$ cat config.mk
export PLATFORM = sky130hd
export DESIGN_NAME = cmdp_parser
export DESIGN_NICKNAME = d
export VERILOG_FILES = /design/src/rtl/cmdp_pkg.sv /design/src/rtl/cmdp_hdr_decode.sv /design/src/rtl/cmdp_pay_track.sv /design/src/rtl/cmdp_parser.sv
export SDC_FILE = /design/constraint.sdc
export NUM_CORES = 1
export LEC_CHECK = 0
export ABC_AREA = 1
export BUFFER_PORTS_ARGS = -buffer_cell sky130_fd_sc_hd__buf_2
export CAP_MARGIN = 20
export CORE_UTILIZATION = 25
export CTS_CLUSTER_DIAMETER = 60
export DETAILED_ROUTE_END_ITERATION = 8
export RECOVER_POWER = 100
export SLEW_MARGIN = 30
export SYNTH_ARGS = -nofsm -noshare
export SYNTH_HDL_FRONTEND = slang
export SYNTH_SLANG_ARGS = --single-unit
$ cat constraint.sdc
create_clock -name clk -period 5 [get_ports clk]
set_input_delay 0 -clock clk [delete_from_list [all_inputs] [get_ports clk]]
set_output_delay 0 -clock clk [all_outputs]
set_load 0.1 [all_outputs]
$ cat src/rtl/cmdp_pkg.sv
package cmdp_pkg;

  parameter int WORD_W  = 32;
  parameter int OP_W    = 4;
  parameter int OFFS_W  = 12;
  parameter int CLASS_W = 10;
  parameter int MASK_W  = 16;
  parameter int SMASK_W = 6;
  parameter int CNT_W   = 16;
  parameter int IMM_W   = 16;
  parameter int GCNT_W  = 14;
  parameter int LOCK_W  = 8;
  parameter int SUB_W   = 4;

  localparam int OP_LO      = WORD_W - OP_W;
  localparam int OFFS_LO    = 16;
  localparam int CLASS_LO   = 6;
  localparam int SUB_LO     = 24;
  localparam int INS_BIT    = 15;
  localparam int TYPE_BIT   = 14;
  localparam int RESTART_SH = 4;
  localparam int IDX_W      = $clog2(MASK_W);

  localparam logic [OP_W-1:0] OPC_SETCL   = 4'h0;
  localparam logic [OP_W-1:0] OPC_INCR    = 4'h1;
  localparam logic [OP_W-1:0] OPC_NONINCR = 4'h2;
  localparam logic [OP_W-1:0] OPC_MASK    = 4'h3;
  localparam logic [OP_W-1:0] OPC_IMM     = 4'h4;
  localparam logic [OP_W-1:0] OPC_RESTART = 4'h5;
  localparam logic [OP_W-1:0] OPC_GATHER  = 4'h6;
  localparam logic [OP_W-1:0] OPC_EXTEND  = 4'hE;

  localparam logic [SUB_W-1:0] SUB_ACQ = 4'h0;
  localparam logic [SUB_W-1:0] SUB_REL = 4'h1;

  typedef enum logic [1:0] {
    PM_FIXED = 2'd0,
    PM_INCR  = 2'd1,
    PM_MASK  = 2'd2
  } pmode_e;

  typedef struct packed {
    logic [OP_W-1:0]    opcode;
    logic [CLASS_W-1:0] cls;
    logic [OFFS_W-1:0]  offset;
    logic [MASK_W-1:0]  mask;
    logic [CNT_W-1:0]   plen;
    logic [IMM_W-1:0]   imm;
    logic [GCNT_W-1:0]  gcount;
    logic               insert;
    logic               gtype;
    logic [LOCK_W-1:0]  lock;
    logic               lock_acq;
    logic               lock_rel;
    logic               ext_unknown;
    logic               illegal;
    logic [WORD_W-1:0]  restart;
  } hdr_rec_t;

  // Number of ones in a mask, sized as a payload count.
  function automatic logic [CNT_W-1:0] ones_in(input logic [MASK_W-1:0] m);
    logic [CNT_W-1:0] c;
    c = '0;
    for (int i = 0; i < MASK_W; i++)
      c = c + {{(CNT_W-1){1'b0}}, m[i]};
    return c;
  endfunction

  // Position of the lowest set bit; zero for an empty mask.
  function automatic logic [IDX_W-1:0] lowest_set(input logic [MASK_W-1:0] m);
    logic [IDX_W-1:0] idx;
    idx = '0;
    for (int i = MASK_W - 1; i >= 0; i--)
      if (m[i]) idx = IDX_W'(i);
    return idx;
  endfunction

  // Mask with its lowest set bit removed.
  function automatic logic [MASK_W-1:0] drop_lowest(input logic [MASK_W-1:0] m);
    return m & (m - MASK_W'(1));
  endfunction

endpackage

$ cat src/rtl/cmdp_hdr_decode.sv
module cmdp_hdr_decode
  import cmdp_pkg::*;
(
  input  logic [WORD_W-1:0] word,
  output hdr_rec_t          rec,
  output pmode_e            pmode
);

  logic [OP_W-1:0]   op;
  logic [OFFS_W-1:0] offs;
  logic [SUB_W-1:0]  sub;
  logic [MASK_W-1:0] small_mask;
  logic [MASK_W-1:0] wide_mask;

  assign op         = word[OP_LO +: OP_W];
  assign offs       = word[OFFS_LO +: OFFS_W];
  assign sub        = word[SUB_LO +: SUB_W];
  assign small_mask = MASK_W'(word[SMASK_W-1:0]);
  assign wide_mask  = word[MASK_W-1:0];

  always_comb begin
    rec        = '0;
    pmode      = PM_FIXED;
    rec.opcode = op;
    case (op)
      OPC_SETCL: begin
        rec.cls    = word[CLASS_LO +: CLASS_W];
        rec.offset = offs;
        rec.mask   = small_mask;
        rec.plen   = ones_in(small_mask);
        pmode      = PM_MASK;
      end
      OPC_INCR: begin
        rec.offset = offs;
        rec.plen   = word[CNT_W-1:0];
        pmode      = PM_INCR;
      end
      OPC_NONINCR: begin
        rec.offset = offs;
        rec.plen   = word[CNT_W-1:0];
        pmode      = PM_FIXED;
      end
      OPC_MASK: begin
        rec.offset = offs;
        rec.mask   = wide_mask;
        rec.plen   = ones_in(wide_mask);
        pmode      = PM_MASK;
      end
      OPC_IMM: begin
        rec.offset = offs;
        rec.imm    = word[IMM_W-1:0];
      end
      OPC_RESTART: begin
        rec.restart = {word[WORD_W-RESTART_SH-1:0], {RESTART_SH{1'b0}}};
      end
      OPC_GATHER: begin
        rec.offset = offs;
        rec.insert = word[INS_BIT];
        rec.gtype  = word[TYPE_BIT];
        rec.gcount = word[GCNT_W-1:0];
        rec.plen   = CNT_W'(1);
        pmode      = PM_FIXED;
      end
      OPC_EXTEND: begin
        if (sub == SUB_ACQ) begin
          rec.lock_acq = 1'b1;
          rec.lock     = word[LOCK_W-1:0];
        end else if (sub == SUB_REL) begin
          rec.lock_rel = 1'b1;
          rec.lock     = word[LOCK_W-1:0];
        end else begin
          rec.ext_unknown = 1'b1;
        end
      end
      default: rec.illegal = 1'b1;
    endcase
  end

endmodule

$ cat src/rtl/cmdp_pay_track.sv
module cmdp_pay_track
  import cmdp_pkg::*;
(
  input  logic              clk,
  input  logic              rst,
  input  logic              hdr_fire,
  input  logic              pay_fire,
  input  logic [CNT_W-1:0]  hdr_plen,
  input  pmode_e            hdr_pmode,
  input  logic [OFFS_W-1:0] hdr_offset,
  input  logic [MASK_W-1:0] hdr_mask,
  output logic              expect_hdr,
  output logic [OFFS_W-1:0] tgt_offset,
  output logic              last_word
);

  logic [CNT_W-1:0]  rem_q;
  pmode_e            mode_q;
  logic [OFFS_W-1:0] offs_q;
  logic [MASK_W-1:0] mask_q;

  assign expect_hdr = (rem_q == '0);
  assign last_word  = (rem_q == CNT_W'(1));
  assign tgt_offset = (mode_q == PM_MASK) ? offs_q + OFFS_W'(lowest_set(mask_q))
                                          : offs_q;

  always_ff @(posedge clk) begin
    if (rst) begin
      rem_q  <= '0;
      mode_q <= PM_FIXED;
      offs_q <= '0;
      mask_q <= '0;
    end else if (hdr_fire) begin
      rem_q  <= hdr_plen;
      mode_q <= hdr_pmode;
      offs_q <= hdr_offset;
      mask_q <= hdr_mask;
    end else if (pay_fire) begin
      rem_q <= rem_q - CNT_W'(1);
      case (mode_q)
        PM_INCR: offs_q <= offs_q + OFFS_W'(1);
        PM_MASK: mask_q <= drop_lowest(mask_q);
        default: ;
      endcase
    end
  end

  // incrementing payload moves the target up by one
  p_incr_step_r4: assert property (@(posedge clk) disable iff (rst)
    (pay_fire && mode_q == PM_INCR) |=> (offs_q == $past(offs_q) + OFFS_W'(1)));

  // fixed payload keeps its target
  p_fixed_hold_r4: assert property (@(posedge clk) disable iff (rst)
    (pay_fire && mode_q == PM_FIXED) |=> $stable(offs_q));

  // each masked payload word consumes exactly one mask bit
  p_mask_drop_r5: assert property (@(posedge clk) disable iff (rst)
    (pay_fire && mode_q == PM_MASK) |=> ($countones(mask_q) + 1 == $countones($past(mask_q))));

  // a zero-length header leaves the parser expecting a header
  p_zero_len_hdr_r9: assert property (@(posedge clk) disable iff (rst)
    (hdr_fire && hdr_plen == '0) |=> expect_hdr);

  // the final payload word returns the parser to header state
  p_last_returns_r10: assert property (@(posedge clk) disable iff (rst)
    (pay_fire && last_word) |=> expect_hdr);

  // no accepted word, no change of position
  p_idle_hold_r11: assert property (@(posedge clk) disable iff (rst)
    (!hdr_fire && !pay_fire) |=> $stable(rem_q));

endmodule

$ cat src/rtl/cmdp_parser.sv
module cmdp_parser
  import cmdp_pkg::*;
(
  input  logic                clk,
  input  logic                rst,
  input  logic                in_valid,
  output logic                in_ready,
  input  logic [WORD_W-1:0]   in_word,
  output logic                hdr_valid,
  output logic [OP_W-1:0]     hdr_opcode,
  output logic [CLASS_W-1:0]  hdr_class,
  output logic [OFFS_W-1:0]   hdr_offset,
  output logic [MASK_W-1:0]   hdr_mask,
  output logic [CNT_W-1:0]    hdr_plen,
  output logic [IMM_W-1:0]    hdr_imm,
  output logic [GCNT_W-1:0]   hdr_gcount,
  output logic                hdr_insert,
  output logic                hdr_gtype,
  output logic [LOCK_W-1:0]   hdr_lock,
  output logic                hdr_lock_acq,
  output logic                hdr_lock_rel,
  output logic                hdr_ext_unknown,
  output logic                hdr_illegal,
  output logic [WORD_W-1:0]   hdr_restart,
  output logic                pay_valid,
  output logic [WORD_W-1:0]   pay_data,
  output logic [OFFS_W-1:0]   pay_offset,
  output logic                pay_last
);

  // Named internal events
  logic              ready_q;
  logic              accept;
  logic              expect_hdr;
  logic              hdr_fire;
  logic              pay_fire;
  hdr_rec_t          dec_rec;
  pmode_e            dec_pmode;
  logic [OFFS_W-1:0] tgt_offset;
  logic              last_word;

  hdr_rec_t          rec_q;
  logic              hdr_valid_q;
  logic              pay_valid_q;
  logic [WORD_W-1:0] pay_data_q;
  logic [OFFS_W-1:0] pay_offset_q;
  logic              pay_last_q;

  assign accept   = in_valid && ready_q;
  assign hdr_fire = accept && expect_hdr;
  assign pay_fire = accept && !expect_hdr;

  cmdp_hdr_decode u_dec (
    .word  (in_word),
    .rec   (dec_rec),
    .pmode (dec_pmode)
  );

  cmdp_pay_track u_trk (
    .clk        (clk),
    .rst        (rst),
    .hdr_fire   (hdr_fire),
    .pay_fire   (pay_fire),
    .hdr_plen   (dec_rec.plen),
    .hdr_pmode  (dec_pmode),
    .hdr_offset (dec_rec.offset),
    .hdr_mask   (dec_rec.mask),
    .expect_hdr (expect_hdr),
    .tgt_offset (tgt_offset),
    .last_word  (last_word)
  );

  always_ff @(posedge clk) begin
    if (rst) begin
      ready_q      <= 1'b0;
      hdr_valid_q  <= 1'b0;
      pay_valid_q  <= 1'b0;
      rec_q        <= '0;
      pay_data_q   <= '0;
      pay_offset_q <= '0;
      pay_last_q   <= 1'b0;
    end else begin
      ready_q     <= 1'b1;
      hdr_valid_q <= hdr_fire;
      pay_valid_q <= pay_fire;
      if (hdr_fire) rec_q <= dec_rec;
      if (pay_fire) begin
        pay_data_q   <= in_word;
        pay_offset_q <= tgt_offset;
        pay_last_q   <= last_word;
      end
    end
  end

  assign in_ready        = ready_q;
  assign hdr_valid       = hdr_valid_q;
  assign hdr_opcode      = rec_q.opcode;
  assign hdr_class       = rec_q.cls;
  assign hdr_offset      = rec_q.offset;
  assign hdr_mask        = rec_q.mask;
  assign hdr_plen        = rec_q.plen;
  assign hdr_imm         = rec_q.imm;
  assign hdr_gcount      = rec_q.gcount;
  assign hdr_insert      = rec_q.insert;
  assign hdr_gtype       = rec_q.gtype;
  assign hdr_lock        = rec_q.lock;
  assign hdr_lock_acq    = rec_q.lock_acq;
  assign hdr_lock_rel    = rec_q.lock_rel;
  assign hdr_ext_unknown = rec_q.ext_unknown;
  assign hdr_illegal     = rec_q.illegal;
  assign hdr_restart     = rec_q.restart;
  assign pay_valid       = pay_valid_q;
  assign pay_data        = pay_data_q;
  assign pay_offset      = pay_offset_q;
  assign pay_last        = pay_last_q;

  // the cycle after reset shows no strobe and no readiness
  p_reset_quiet_r1: assert property (@(posedge clk) disable iff (rst)
    $past(rst) |-> (!hdr_valid_q && !pay_valid_q && !ready_q));

  // at most one extended or illegal flag per record
  p_flag_onehot_r8: assert property (@(posedge clk) disable iff (rst)
    hdr_valid_q |-> $onehot0({rec_q.lock_acq, rec_q.lock_rel, rec_q.ext_unknown, rec_q.illegal}));

  // a gather header is always followed by payload
  p_gather_pay_r7: assert property (@(posedge clk) disable iff (rst)
    (hdr_fire && in_word[OP_LO +: OP_W] == OPC_GATHER) |=> (!expect_hdr && last_word));

  // header and payload strobes never coincide
  p_strobe_excl_r10: assert property (@(posedge clk) disable iff (rst)
    !(hdr_valid_q && pay_valid_q));

  // an idle cycle produces no strobe
  p_idle_quiet_r11: assert property (@(posedge clk) disable iff (rst)
    !in_valid |=> (!hdr_valid_q && !pay_valid_q));

endmodule

==> impl_metrics.tcl <==
set metrics [dict create \
    slowest_stage "dlygate4sd3_1" \
    cts_tree "yes" \
    setup_violations 0 \
    fin_crit_sh_pct 86.9 \
    antenna_left 0 \
    end_kind "flop" \
    hold_path_class "primary input to flop" \
    slew_viol_final 196 \
    synthTopCellsByCount "nand2_1, dfxtp_1, a21oi_1, inv_1, o21ai_0" \
    grtUsageTotal_pct 17.1 \
    cts_made_buffers 30 \
    drcViolationCount 0 \
    area_growth_pct 26.3 \
    dieArea_mm2 0.0391 \
    synth.distinct_cells 46 \
    yosysTopAreaCell "dfxtp_1" \
    antenna_found_initial 2 \
    clockRootBuffer "clkbuf_16" \
    cts.sinks 224 \
    p_int_w 0.00328 \
    slew_headroom_pct -105 \
    clock_path_buffers 3 \
    worst_pin_slew_ns 3.08 \
    pin_count 217 \
    pwr-share-seq_pct 39.1 \
    rsz0062_at_grt "false" \
    worstPathArrival_ns 4.78 \
    htree_levels 1 \
    clock_latency_ns 0.56 \
    drt_wl_total_um 34200 \
    io_buffers 212 \
    r2r_slack_ns 0.71 \
    initial_utilization_pct 25.5 \
    synth_warnings 0 \
    ys_seq_area_share_pct 46.8 \
    die_y_um 198 \
    netlist_area_mm2 0.00959 \
    drv_cap 4 \
    die_w_um 198 \
    grt_max_degree 98 \
    grt_pass1_vias 8718 \
    fillers 4179 \
    crit_top_cell "fa_1" \
    whs_ns 0.113 \
    fmax_mhz 230 \
    ys_async_sr_fraction_pct 0 \
    cts.repair.resized 0 \
    place_inst 1925 \
    setup_tns_ns 0 \
    comb_power_share_pct 15.4 \
    instances_no_fill 2014 \
    dr.pass1.iters 7 \
    path_cells "dlygate4sd3_1, clkbuf_1, ha_1, inv_1, fa_1, fa_1, inv_1, fa_1, inv_1, fa_1, fa_1, fa_1, nor2_1, inv_1, nand3_1, o221ai_1, nand2_1, a21oi_1, a21oi_1, nor2_1" \
    critPathRequiredTime_ns 5.43 \
    synth_seq_cells 224 \
    worstSetupPathType "primary input to flop" \
    rows 71 \
    final_util_pct 32.1 \
    synthCells 1261 \
    wire_per_inst_um 17.0 \
    period_minus_slack_ns 4.34 \
    synth_flop_cell "dfxtp_1" \
    avgSynthCellArea_um2 7.60 \
    synth_top_area_share_pct 46.8 \
    gp_congestion 0.862 \
    p_sw_share_pct 31.0 \
    synth_most_common_cell "nand2_1" \
    vias 9311 \
    clkPwrFrac_pct 45.5 \
    clk_pin_slew_ns 0.06 \
    critPathLaunchType "primary input" \
    drive_above_1_share_pct 6.92 \
    violations "capacitance limit, slew limit" \
    overflow 0 \
    crit_buf_inv 6 \
    vias_per_cell 4.62 \
    grt_pass1_wl_um 51300 \
    crit_family "adder cells" \
    p_per_area_mw_per_mm2 393 \
    place_hpwl_um 23700 \
    design.core.area_mm2 0.0377 \
    final-hold-violation-count 0 \
    drtIter0Drc 621 \
    synth_area_leaders "dfxtp_1, nand2_1, a21oi_1, o21ai_0, inv_1" \
    slowest_delay_ns 0.54 \
    power_leakage_nw 4.60 \
    outcome "finished, violations left" \
    final_nets 1537 \
    fin_worst_skew_ns 0.0199 \
    p_switching_w 0.00147 \
    critical_path.max_fanout 5 \
    synth_edf_count 0 \
    ir_worst_vdd_mv 0.235 \
]
worst reg2reg max path, delay by kind of cell (launching register included):
| kind | cells | cell delay (ns) |
|---|---|---|
| fa+ha+maj | 1 | 0.19 |
| simple gates | 5 | 1.50 |
| compound gates | 1 | 0.48 |
| buf+inv | 2 | 1.67 |
| flops | 1 | 0.33 |
final timing paths:
check / depth (start not counted) / to / start
min: 4 / u_trk.rem_q[0] / in_valid
max reg2reg: 9 / hdr_lock[4] / u_trk.rem_q[0]
min reg2reg: 2 / hdr_mask[0] / hdr_mask[0]
max: 20 / u_trk.rem_q[2] / in_word[1]
cells in the final DEF (no fill, tap or decap), drive strengths merged, types with 3 or more instances in the layout:
| cell type | netlist | routed |
|---|---|---|
| a211oi | 3 | 3 |
| a21oi | 181 | 181 |
| a31oi | 10 | 10 |
| buf | 28 | 39 |
| clkbuf | 45 | 222 |
| clkinv | 2 | 7 |
| clkinvlp | 0 | 3 |
| conb | 1 | 4 |
| dfxtp | 224 | 224 |
| dlygate4sd3 | 0 | 33 |
| fa | 11 | 11 |
| ha | 12 | 12 |
| inv | 118 | 125 |
| nand2 | 284 | 284 |
| nand3 | 77 | 77 |
| nor2 | 97 | 97 |
| nor3 | 9 | 9 |
| o211ai | 15 | 15 |
| o21ai | 96 | 96 |
| o221ai | 3 | 3 |
| o31ai | 19 | 19 |
| xnor2 | 3 | 3 |
| xor2 | 7 | 7 |
routing by layer:
layer / track usage [%] / vias to the layer above / wire length [um]
li1: - / 4607 / -
met1: 21.5 / 4375 / 14800
met2: 29.6 / 281 / 16600
met3: 3.46 / 48 / 2030
met4: 4.36 / 0 / 846
met5: 0 / - / 0
power groups by stage:
stage          registers [W]  logic [W]  clock network, W
2_1_floorplan        0.00214   0.000327                 0
4_1_cts              0.00186   0.000753           0.00222
3_5_place_dp         0.00190   0.000730                 0
6_report             0.00186   0.000732           0.00217
3_3_place_gp         0.00190   0.000716                 0
5_1_grt              0.00187   0.000794           0.00229
cell type report:
class | instances | area [um^2] | area share [%]
diodes | 1 | 2.50 | 0.0207
well taps | 511 | 639 | 5.28
multi-input cells | 847 | 4280 | 35.4
repair buffers | 256 | 1240 | 10.2
flip-flops and latches | 224 | 4480 | 37.0
inverters | 120 | 450 | 3.72
clock buffers | 38 | 822 | 6.79
clock inverters | 17 | 189 | 1.56
timing repair:
action	CTS	global route
buffers inserted	0	0
hold buffers	33	0
endpoints found under the hold margin	135	0
sequential cells by signal, summed over array words and instances (netlist names), 14 cells and up:
name / flops
u_trk.mask_q: 16
u_trk.rem_q: 16
hdr_gcount: 14
hdr_restart: 28
hdr_mask: 16
hdr_imm: 16
pay_data: 32
hdr_plen: 16
cells by family (layout without fill, tap and decap cells):
kind of cell,after synthesis,after routing,share of synthesized area (%)
compound gates,337,337,19.3
simple gates,473,473,21.0
other cells,1,5,0.0391
fa+ha+maj,23,23,3.86
xor+xnor,10,10,0.914
flops,224,224,46.8
buf+inv,193,431,8.12
per-stage QoR:
stage | setup slack (ns) | cell area [um^2] | total power, W
3_5_place_dp | 0.781 | 11100 | 0.00263
4_1_cts | 0.818 | 12400 | 0.00483
5_1_grt | 0.296 | 12100 | 0.00495
6_report | 0.656 | 12100 | 0.00476
3_3_place_gp | 0.827 | 11100 | 0.00261
2_1_floorplan | 1.19 | 9600 | 0.00246
No activity file was read; power rests on OpenSTA's default activity.
